$ cat config.mk
export PLATFORM = sky130hd
export DESIGN_NAME = spi_regport
export DESIGN_NICKNAME = d
export VERILOG_FILES = /design/src/rtl/spi_regport_pkg.sv /design/src/rtl/spi_pin_sync.sv /design/src/rtl/spi_frame_ctrl.sv /design/src/rtl/spi_regfile.sv /design/src/rtl/spi_regport.sv
export SDC_FILE = /design/constraint.sdc
export NUM_CORES = 2
export LEC_CHECK = 0
export BUFFER_PORTS_ARGS = -buffer_cell sky130_fd_sc_hd__buf_4
export CORE_MARGIN = 5
export CORE_UTILIZATION = 53
export DETAILED_ROUTE_END_ITERATION = 12
export MAX_ROUTING_LAYER = met4
export PLACE_DENSITY = 0.76
export SETUP_SLACK_MARGIN = 0.05
export SLEW_MARGIN = 15
export SYNTH_ARGS = -nofsm -noshare
export SYNTH_HDL_FRONTEND = slang
export SYNTH_SLANG_ARGS = --single-unit
$ cat constraint.sdc
create_clock -name clk -period 78 [get_ports clk]
set_clock_uncertainty 0.05 [all_clocks]
set_input_delay 15.6 -clock clk [delete_from_list [all_inputs] [get_ports clk]]
set_output_delay 15.6 -clock clk [all_outputs]
set_load 0.02 [all_outputs]
$ cat src/rtl/spi_regport_pkg.sv
`timescale 1ns/1ps
package spi_regport_pkg;
  localparam int ADDR_W = 8;
  localparam int DATA_W = 8;
  localparam int BIT_W  = $clog2(DATA_W);

  typedef logic [ADDR_W-1:0] addr_t;
  typedef logic [DATA_W-1:0] data_t;

  localparam addr_t RW_LAST   = 8'hCF;
  localparam addr_t RSV_FIRST = 8'hD0;
  localparam addr_t RSV_LAST  = 8'hEF;
  localparam int    NUM_RW    = int'(RW_LAST) + 1;
endpackage

$ cat src/rtl/spi_pin_sync.sv
`timescale 1ns/1ps
module spi_pin_sync #(
  parameter int STAGES = 2
) (
  input  logic clk,
  input  logic rst_n,
  input  logic sclk_i,
  input  logic cs_n_i,
  input  logic mosi_i,
  output logic sck_rise,
  output logic sck_fall,
  output logic cs_fall,
  output logic cs_rise,
  output logic cs_idle,
  output logic mosi_s
);
  logic [STAGES:0] sck_q, sck_d;
  logic [STAGES:0] cs_q, cs_d;
  logic [STAGES:0] mo_q, mo_d;

  always_comb begin
    sck_d = {sck_q[STAGES-1:0], sclk_i};
    cs_d  = {cs_q[STAGES-1:0], cs_n_i};
    mo_d  = {mo_q[STAGES-1:0], mosi_i};
  end

  always_ff @(posedge clk or negedge rst_n) begin
    if (!rst_n) begin
      sck_q <= '0;
      cs_q  <= '1;
      mo_q  <= '0;
    end else begin
      sck_q <= sck_d;
      cs_q  <= cs_d;
      mo_q  <= mo_d;
    end
  end

  assign cs_idle  = cs_q[STAGES-1];
  assign mosi_s   = mo_q[STAGES-1];
  assign cs_fall  = ~cs_q[STAGES-1] &  cs_q[STAGES];
  assign cs_rise  =  cs_q[STAGES-1] & ~cs_q[STAGES];
  assign sck_rise =  sck_q[STAGES-1] & ~sck_q[STAGES] & ~cs_q[STAGES-1];
  assign sck_fall = ~sck_q[STAGES-1] &  sck_q[STAGES] & ~cs_q[STAGES-1];
endmodule

$ cat src/rtl/spi_frame_ctrl.sv
`timescale 1ns/1ps
module spi_frame_ctrl
  import spi_regport_pkg::*;
(
  input  logic  clk,
  input  logic  rst_n,
  input  logic  sck_rise,
  input  logic  sck_fall,
  input  logic  cs_fall,
  input  logic  cs_rise,
  input  logic  mosi_s,
  input  data_t rd_data,
  output addr_t ptr,
  output logic  wr_en,
  output addr_t wr_addr,
  output data_t wr_data,
  output logic  miso_bit
);
  localparam logic [1:0] NB_SAT = 2'd2;

  logic [BIT_W-1:0] bit_q, bit_d;
  logic [1:0]       nb_q, nb_d;
  data_t            shin_q, shin_d, shout_q, shout_d, wdat_q, wdat_d;
  addr_t            ptr_q, ptr_d, wadr_q, wadr_d;
  logic             pend_q, pend_d, rdm_q, rdm_d, we_q, we_d;
  data_t            byte_in;

  assign byte_in = {shin_q[DATA_W-2:0], mosi_s};

  always_comb begin
    bit_d   = bit_q;
    nb_d    = nb_q;
    shin_d  = shin_q;
    shout_d = shout_q;
    ptr_d   = ptr_q;
    pend_d  = pend_q;
    rdm_d   = rdm_q;
    we_d    = 1'b0;
    wadr_d  = wadr_q;
    wdat_d  = wdat_q;
    if (cs_fall) begin
      bit_d   = '0;
      nb_d    = '0;
      rdm_d   = pend_q;
      shout_d = rd_data;
    end else if (cs_rise) begin
      pend_d = ~rdm_q & (nb_q == 2'd1);
      rdm_d  = 1'b0;
      bit_d  = '0;
    end else if (sck_rise) begin
      shin_d = byte_in;
      bit_d  = bit_q + 1'b1;
      if (bit_q == BIT_W'(DATA_W - 1)) begin
        if (rdm_q) begin
          ptr_d = ptr_q + 1'b1;
        end else if (nb_q == 2'd0) begin
          ptr_d = byte_in;
        end else begin
          we_d   = 1'b1;
          wadr_d = ptr_q;
          wdat_d = byte_in;
          ptr_d  = ptr_q + 1'b1;
        end
        if (nb_q != NB_SAT) nb_d = nb_q + 1'b1;
      end
    end else if (sck_fall) begin
      if (bit_q == '0) shout_d = rd_data;
      else             shout_d = {shout_q[DATA_W-2:0], 1'b0};
    end
  end

  always_ff @(posedge clk or negedge rst_n) begin
    if (!rst_n) begin
      bit_q   <= '0;
      nb_q    <= '0;
      shin_q  <= '0;
      shout_q <= '0;
      ptr_q   <= '0;
      pend_q  <= 1'b0;
      rdm_q   <= 1'b0;
      we_q    <= 1'b0;
      wadr_q  <= '0;
      wdat_q  <= '0;
    end else begin
      bit_q   <= bit_d;
      nb_q    <= nb_d;
      shin_q  <= shin_d;
      shout_q <= shout_d;
      ptr_q   <= ptr_d;
      pend_q  <= pend_d;
      rdm_q   <= rdm_d;
      we_q    <= we_d;
      wadr_q  <= wadr_d;
      wdat_q  <= wdat_d;
    end
  end

  assign ptr      = ptr_q;
  assign wr_en    = we_q;
  assign wr_addr  = wadr_q;
  assign wr_data  = wdat_q;
  assign miso_bit = shout_q[DATA_W-1];
endmodule

$ cat src/rtl/spi_regfile.sv
`timescale 1ns/1ps
module spi_regfile
  import spi_regport_pkg::*;
#(
  parameter data_t RSV_VAL = 8'h3C
) (
  input  logic  clk,
  input  logic  rst_n,
  input  logic  wr_en,
  input  addr_t wr_addr,
  input  data_t wr_data,
  input  addr_t rd_addr,
  output data_t rd_data
);
  data_t mem_q [NUM_RW];
  logic  store_en;

  assign store_en = wr_en & (wr_addr <= RW_LAST);

  always_ff @(posedge clk or negedge rst_n) begin
    if (!rst_n) begin
      for (int i = 0; i < NUM_RW; i++) mem_q[i] <= '0;
    end else if (store_en) begin
      mem_q[wr_addr] <= wr_data;
    end
  end

  always_comb begin
    if (rd_addr <= RW_LAST)       rd_data = mem_q[rd_addr];
    else if (rd_addr <= RSV_LAST) rd_data = RSV_VAL;
    else                          rd_data = '0;
  end
endmodule

$ cat src/rtl/spi_regport.sv
`timescale 1ns/1ps
module spi_regport
  import spi_regport_pkg::*;
#(
  parameter int    SYNC_STAGES = 2,
  parameter data_t RSV_VAL     = 8'h3C
) (
  input  logic clk,
  input  logic rst_n,
  input  logic cs_n,
  input  logic sclk,
  input  logic mosi,
  output logic miso,
  output logic miso_oe
);
  logic [1:0] rst_pipe_q;
  logic       rst_sn;
  logic       sck_rise, sck_fall, cs_fall, cs_rise, cs_idle, mosi_s;
  logic       wr_en, miso_bit;
  addr_t      ptr, wr_addr;
  data_t      wr_data, rd_data;

  always_ff @(posedge clk or negedge rst_n) begin
    if (!rst_n) rst_pipe_q <= '0;
    else        rst_pipe_q <= {rst_pipe_q[0], 1'b1};
  end
  assign rst_sn = rst_pipe_q[1];

  spi_pin_sync #(.STAGES(SYNC_STAGES)) u_sync (
    .clk(clk), .rst_n(rst_sn), .sclk_i(sclk), .cs_n_i(cs_n), .mosi_i(mosi),
    .sck_rise(sck_rise), .sck_fall(sck_fall), .cs_fall(cs_fall),
    .cs_rise(cs_rise), .cs_idle(cs_idle), .mosi_s(mosi_s)
  );

  spi_frame_ctrl u_ctrl (
    .clk(clk), .rst_n(rst_sn), .sck_rise(sck_rise), .sck_fall(sck_fall),
    .cs_fall(cs_fall), .cs_rise(cs_rise), .mosi_s(mosi_s), .rd_data(rd_data),
    .ptr(ptr), .wr_en(wr_en), .wr_addr(wr_addr), .wr_data(wr_data),
    .miso_bit(miso_bit)
  );

  spi_regfile #(.RSV_VAL(RSV_VAL)) u_regs (
    .clk(clk), .rst_n(rst_sn), .wr_en(wr_en), .wr_addr(wr_addr),
    .wr_data(wr_data), .rd_addr(ptr), .rd_data(rd_data)
  );

  assign miso    = miso_bit;
  assign miso_oe = ~cs_n;
endmodule

# Yosys cells after proc, flatten, opt, wreduce, memory -nomap -nowiden
# Cells that the tools add are included.
# word_totals
register_bits	1721
latchBits	0
ram_bits	0
rom_bits	0
inputBits	5
out_inout_bits	2
elab_cells	301
mem_count	0
# op_classes
n_addsub	3
mul	0
div_mod_pow	0
magnitude_cmp	6
eq_ne	5
n_shift	0
mux	31
n_bitwise	19
n_reduce_logical	15
# op_table
cell	count
$bwmux W1664	1
$mux W8	11
$bmux W8 S8	1
$demux W8 S8	1
$le A8 B8 Y1 const B	3
$ge A9 B9 Y1 const B	2
$not A8 Y9	2
$mux W2	5
$reduce_bool A2 Y1	5
$lt A9 B1 Y1 const B	1
$mux W3	3
$not A1 Y1	9
$add A8 B1 Y8 const B	1
$and A1 B1 Y1	8
$mux W1	8
$reduce_and A4 Y1	2
$mux W6	1
$reduce_and A3 Y1	2
$reduce_and A6 Y1	1
$ne A2 B2 Y1 const B	2
$add A3 B1 Y3 const B	1
$eq A3 B3 Y1 const B	1
$logic_not A3 Y1	1
$reduce_bool A3 Y1	1
6 further kinds	6

# Depth between registers and ports, before layout
# depth
ltp_word	10
ltp_mapped	14
mapped_depth_nobuf	9

# Modules after synthesis
# A second synthesis with hierarchy kept.
# hier_totals
cells_unflattened	5368
hier_area_um2	79711.4
# modules_own_cells
module	instances	cells_each	area_per_inst_um2	seq_area_each_um2
spi_regfile	1	5169	77240.3	41639.9
spi_frame_ctrl	1	183	2182.1	1176.1
spi_pin_sync	1	12	231.5	203.9
spi_regport	1	4	57.6	50.0

# Worst setup path before layout
# No wires, ideal clock.
# synth_timing
path_kind	input port to output port
start	input cs_n
end	output miso_oe
t_arrival_ns	15.728
required_ns	62.350
setup_slack_ns	46.622
stages	1
path_buffers	0
path_cell_list	inv_1
# synth_between
elab_chain_len	1
# synth_lines
element	line	source
start, declared	spi_regport.sv:10	input logic cs_n,
$not A1 Y1	spi_regport.sv:48	assign miso_oe = ~cs_n;
end, declared	spi_regport.sv:14	output logic miso_oe
# No other way between the ends.

# Worst setup path after layout
# Same ends and word-level chain as after synthesis.

==> out/qor.csv <==
metric,value,unit
outcome,completed,
LEAKAGE,40.3,nW
drc violations,0,
CP top delay family,buffers and inverters,
Antenna Nets Post-Route,0,
Peak Freq,31.7,MHz
Sw Share,22.8,%
top-area cell type share of the netlist area,54.7,%
sw power,0.410,mW
largest net degree at the start of global routing,174,
Final GP Congestion,0.912,
library cells used by synthesis,65,
syn_area_per_cell,15.3,µm²
Detailed Route WL,205000,µm
CTS root buf,clkbuf_16,
Setup-failing EPs final,0,
Post-CTS Setup Repair Bufs,0,
"Data arrival, critical path",15900,ps
crit-path most repeated cell,buf_4,
Die H,395,µm
number of antenna violations at the first check in global routing,4,
Flop pwr share,50.1,%
Ys Warns,0,
RSZ-0062 raised after global routing,false,
NumNets Final,5049,
final max-slew violation count,0,
sequential share of the synthesized area,54.8,%
Worst Path Buf+Inv,3,
P_int,1.39,mW
I/O pins,7,
Place WS,46440,ps
synthesized cell area,78700,µm²
Comb power frac,3.9,%
Crit path largest cell delay,130,ps
Slew HR,11.7,%
"CTS clk-pin slew, worst paths",60,ps
H-tree Lvls,4,
GRT Resource Usage Total,27.2,%
via/cell ratio,6.53,
Gate Count Post-Synth,5149,
setup_tns,0,ps
CP endpoint kind,output port,
"Area growth, synth to finish",9.10,%
post-synth net total,5163,
Period minus WS final,31550,ps
die width,395,µm
port bufs,6,
Crit path required time,62350,ps
CTS Hold Buffers Added,0,
share of layout cells above drive strength 1,47.8,%
Synth Flop Type,dfrtp_1,
post_cts resized,0,
Die ar.,156000,µm²
CTS sink cnt,1721,
via count,46422,
clock buffer depth,3,
grt ovf,0,
critical path startpoint category,input port,
leading area contributor after synthesis,dfrtp_1,
critical-path cell list,"buf_4, inv_1, buf_4",
Max Cap Violations,0,
maximum vdd drop,0.0000240,V
Crit Path Max Fanout,2,
Slew @ Worst Pin,1310,ps
Pwr Density,21.0,nW/µm²
most common cell in the netlist,dfrtp_1,
fin crit share,40.5,%
Final HPWL DP,127000,µm
clk_lat worst skew,820,ps
"Hold Vio Cnt, Final",0,
clock network fraction of design power,46.1,%
FP Rows,141,
"FFs w/ async S/R, synth",100,%
setup ws final,46450,ps
CP max stage cell,buf_4,
Initial DRT Pass Iterations,7,
first-pass GRT wire length,313000,µm
initial drt markers,4631,
Synth Register Bits,1721,
vias in the first global route,47861,
ranking of synthesized cells by area,"dfrtp_1 (55%), mux2_2 (24%), mux4_2 (11%)",
Initial Util,53.3,%
WL/cell,28.8,µm
Synth top cells by count,"dfrtp_1 (1718), mux2_2 (1677), mux4_2 (393), clkbuf_1 (283), nand2_1 (218)",
core area,148000,µm²
total CTS buffers,173,
min-delay worst type,flip-flop to flip-flop,
Total Power,1.80,mW
CTS tree,built,
"EDFF count, synth",0,
worst setup path category,input port to output port,
-- layout make-up --
class                   instances  area, µm²
clock inverters                49        586
repair buffers                101        871
well taps                    1930       2410
inverters                      16       62.6
flip-flops and latches       1721      43100
clock buffers                 265       5030
multi-input cells            3022      33700
fillers                     11059      61800
diodes                          4       10.0
-- power by group through the flow --
stage                     sequential (mW)  clock (mW)  combinational (mW)
after detailed placement            0.918           0              0.0699
final                               0.902       0.830              0.0697
after floorplan                     0.930           0              0.0366
after global routing                0.902       0.879              0.0753
after CTS                           0.902       0.841              0.0701
after global placement              0.918           0              0.0689
-- per-layer routing --
layer / wire, µm / global-route usage [%] / up-vias
met5: 0 / - / -
met4: 8660 / 10.5 / 0
met3: 16700 / 6.29 / 467
met2: 95200 / 40.2 / 1783
met1: 84300 / 36.9 / 25236
li1: - / - / 18936
-- cells by family (layout without fill, tap and decap cells) --
group / Yosys count / in the layout / synth area share [%]
mux: 2207 / 2207 / 37.3
flops: 1721 / 1721 / 54.8
simple gates: 538 / 538 / 3.00
buf+inv: 406 / 431 / 2.46
compound gates: 266 / 266 / 2.34
fa+ha+maj: 9 / 9 / 0.143
other cells: 1 / 5 / 0.00477
xor+xnor: 1 / 1 / 0.0111
-- sequential cells by signal, summed over array words and instances (netlist names) --
register,cells
rst_pipe_q,2
u_ctrl.bit_q,3
u_ctrl.nb_q,2
u_ctrl.pend_q,1
u_ctrl.ptr,8
u_ctrl.rdm_q,1
u_ctrl.shin_q,7
u_ctrl.shout_q,8
u_ctrl.wr_addr,8
u_ctrl.wr_data,8
u_ctrl.wr_en,1
u_regs.mem_q,1664
u_sync.cs_q,3
u_sync.mo_q,2
u_sync.sck_q,3
-- worst register-to-register path, stage by stage, from the launching register on --
cell	delay, ps
dfrtp_4	1020
buf_12	640
buf_4	880
buf_4	850
buf_4	860
buf_4	980
buf_4	930
-- worst paths after layout --
| kind | start | endpoint | slack (ps) | cells after the start |
|---|---|---|---|---|
| worst max-delay path | cs_n | miso_oe | 46450 | 3 |
| worst max register to register | rst_pipe_q[1] | u_regs.mem_q[1573] | 71750 | 6 |
| worst min-delay path | rst_pipe_q[0] | rst_pipe_q[1] | 300 | 0 |
| min in group asynchronous | rst_pipe_q[1] | u_regs.mem_q[136] | 420 | 0 |
| max in group asynchronous | rst_n | rst_pipe_q[1] | 63290 | 1 |
| worst min register to register | rst_pipe_q[0] | rst_pipe_q[1] | 300 | 0 |
-- stage by stage --
step                utilization (%)  cell area (µm²)  instances  hold WS (ps)
floorplan                         -            78700       5149           281
global placement               54.3            80200       6790           284
detailed placement             54.3            80200       6790           286
CTS                            58.1            85800       7104           300
global route                   58.1            85800       7107           305
finish                         58.1            85800       7108           299
-- cells in the final DEF, fill, tap and decap left out, drive strengths merged, types with 4 or more instances in the layout --
| cell type | synthesis | layout |
|---|---|---|
| nor3 | 24 | 24 |
| or3 | 4 | 4 |
| mux4 | 407 | 407 |
| nand3 | 29 | 29 |
| a31oi | 10 | 10 |
| inv | 16 | 28 |
| a22oi | 54 | 54 |
| and3 | 7 | 7 |
| nand3b | 4 | 4 |
| a21oi | 49 | 49 |
| mux2 | 1677 | 1677 |
| o31ai | 4 | 4 |
| nor3b | 5 | 5 |
| a22o | 6 | 6 |
| nor2 | 167 | 167 |
| bufinv | 0 | 9 |
| nand4 | 17 | 17 |
| clkinv | 0 | 28 |
| nand2b | 13 | 13 |
| nor2b | 20 | 20 |
| dfrtp | 1718 | 1718 |
| a221oi | 25 | 25 |
| a221o | 5 | 5 |
| nand2 | 218 | 218 |
| nor4 | 9 | 9 |
| a211oi | 9 | 9 |
| or2 | 4 | 4 |
| buf | 107 | 101 |
| diode | 0 | 4 |
| mux2i | 123 | 123 |
| o22ai | 9 | 9 |
| o21ai | 45 | 45 |
| and2 | 10 | 10 |
| o211ai | 18 | 18 |
| ha | 9 | 9 |
| clkbuf | 283 | 265 |
| o221ai | 5 | 5 |
| a311oi | 4 | 4 |
Power figures use the tool's default switching activity.
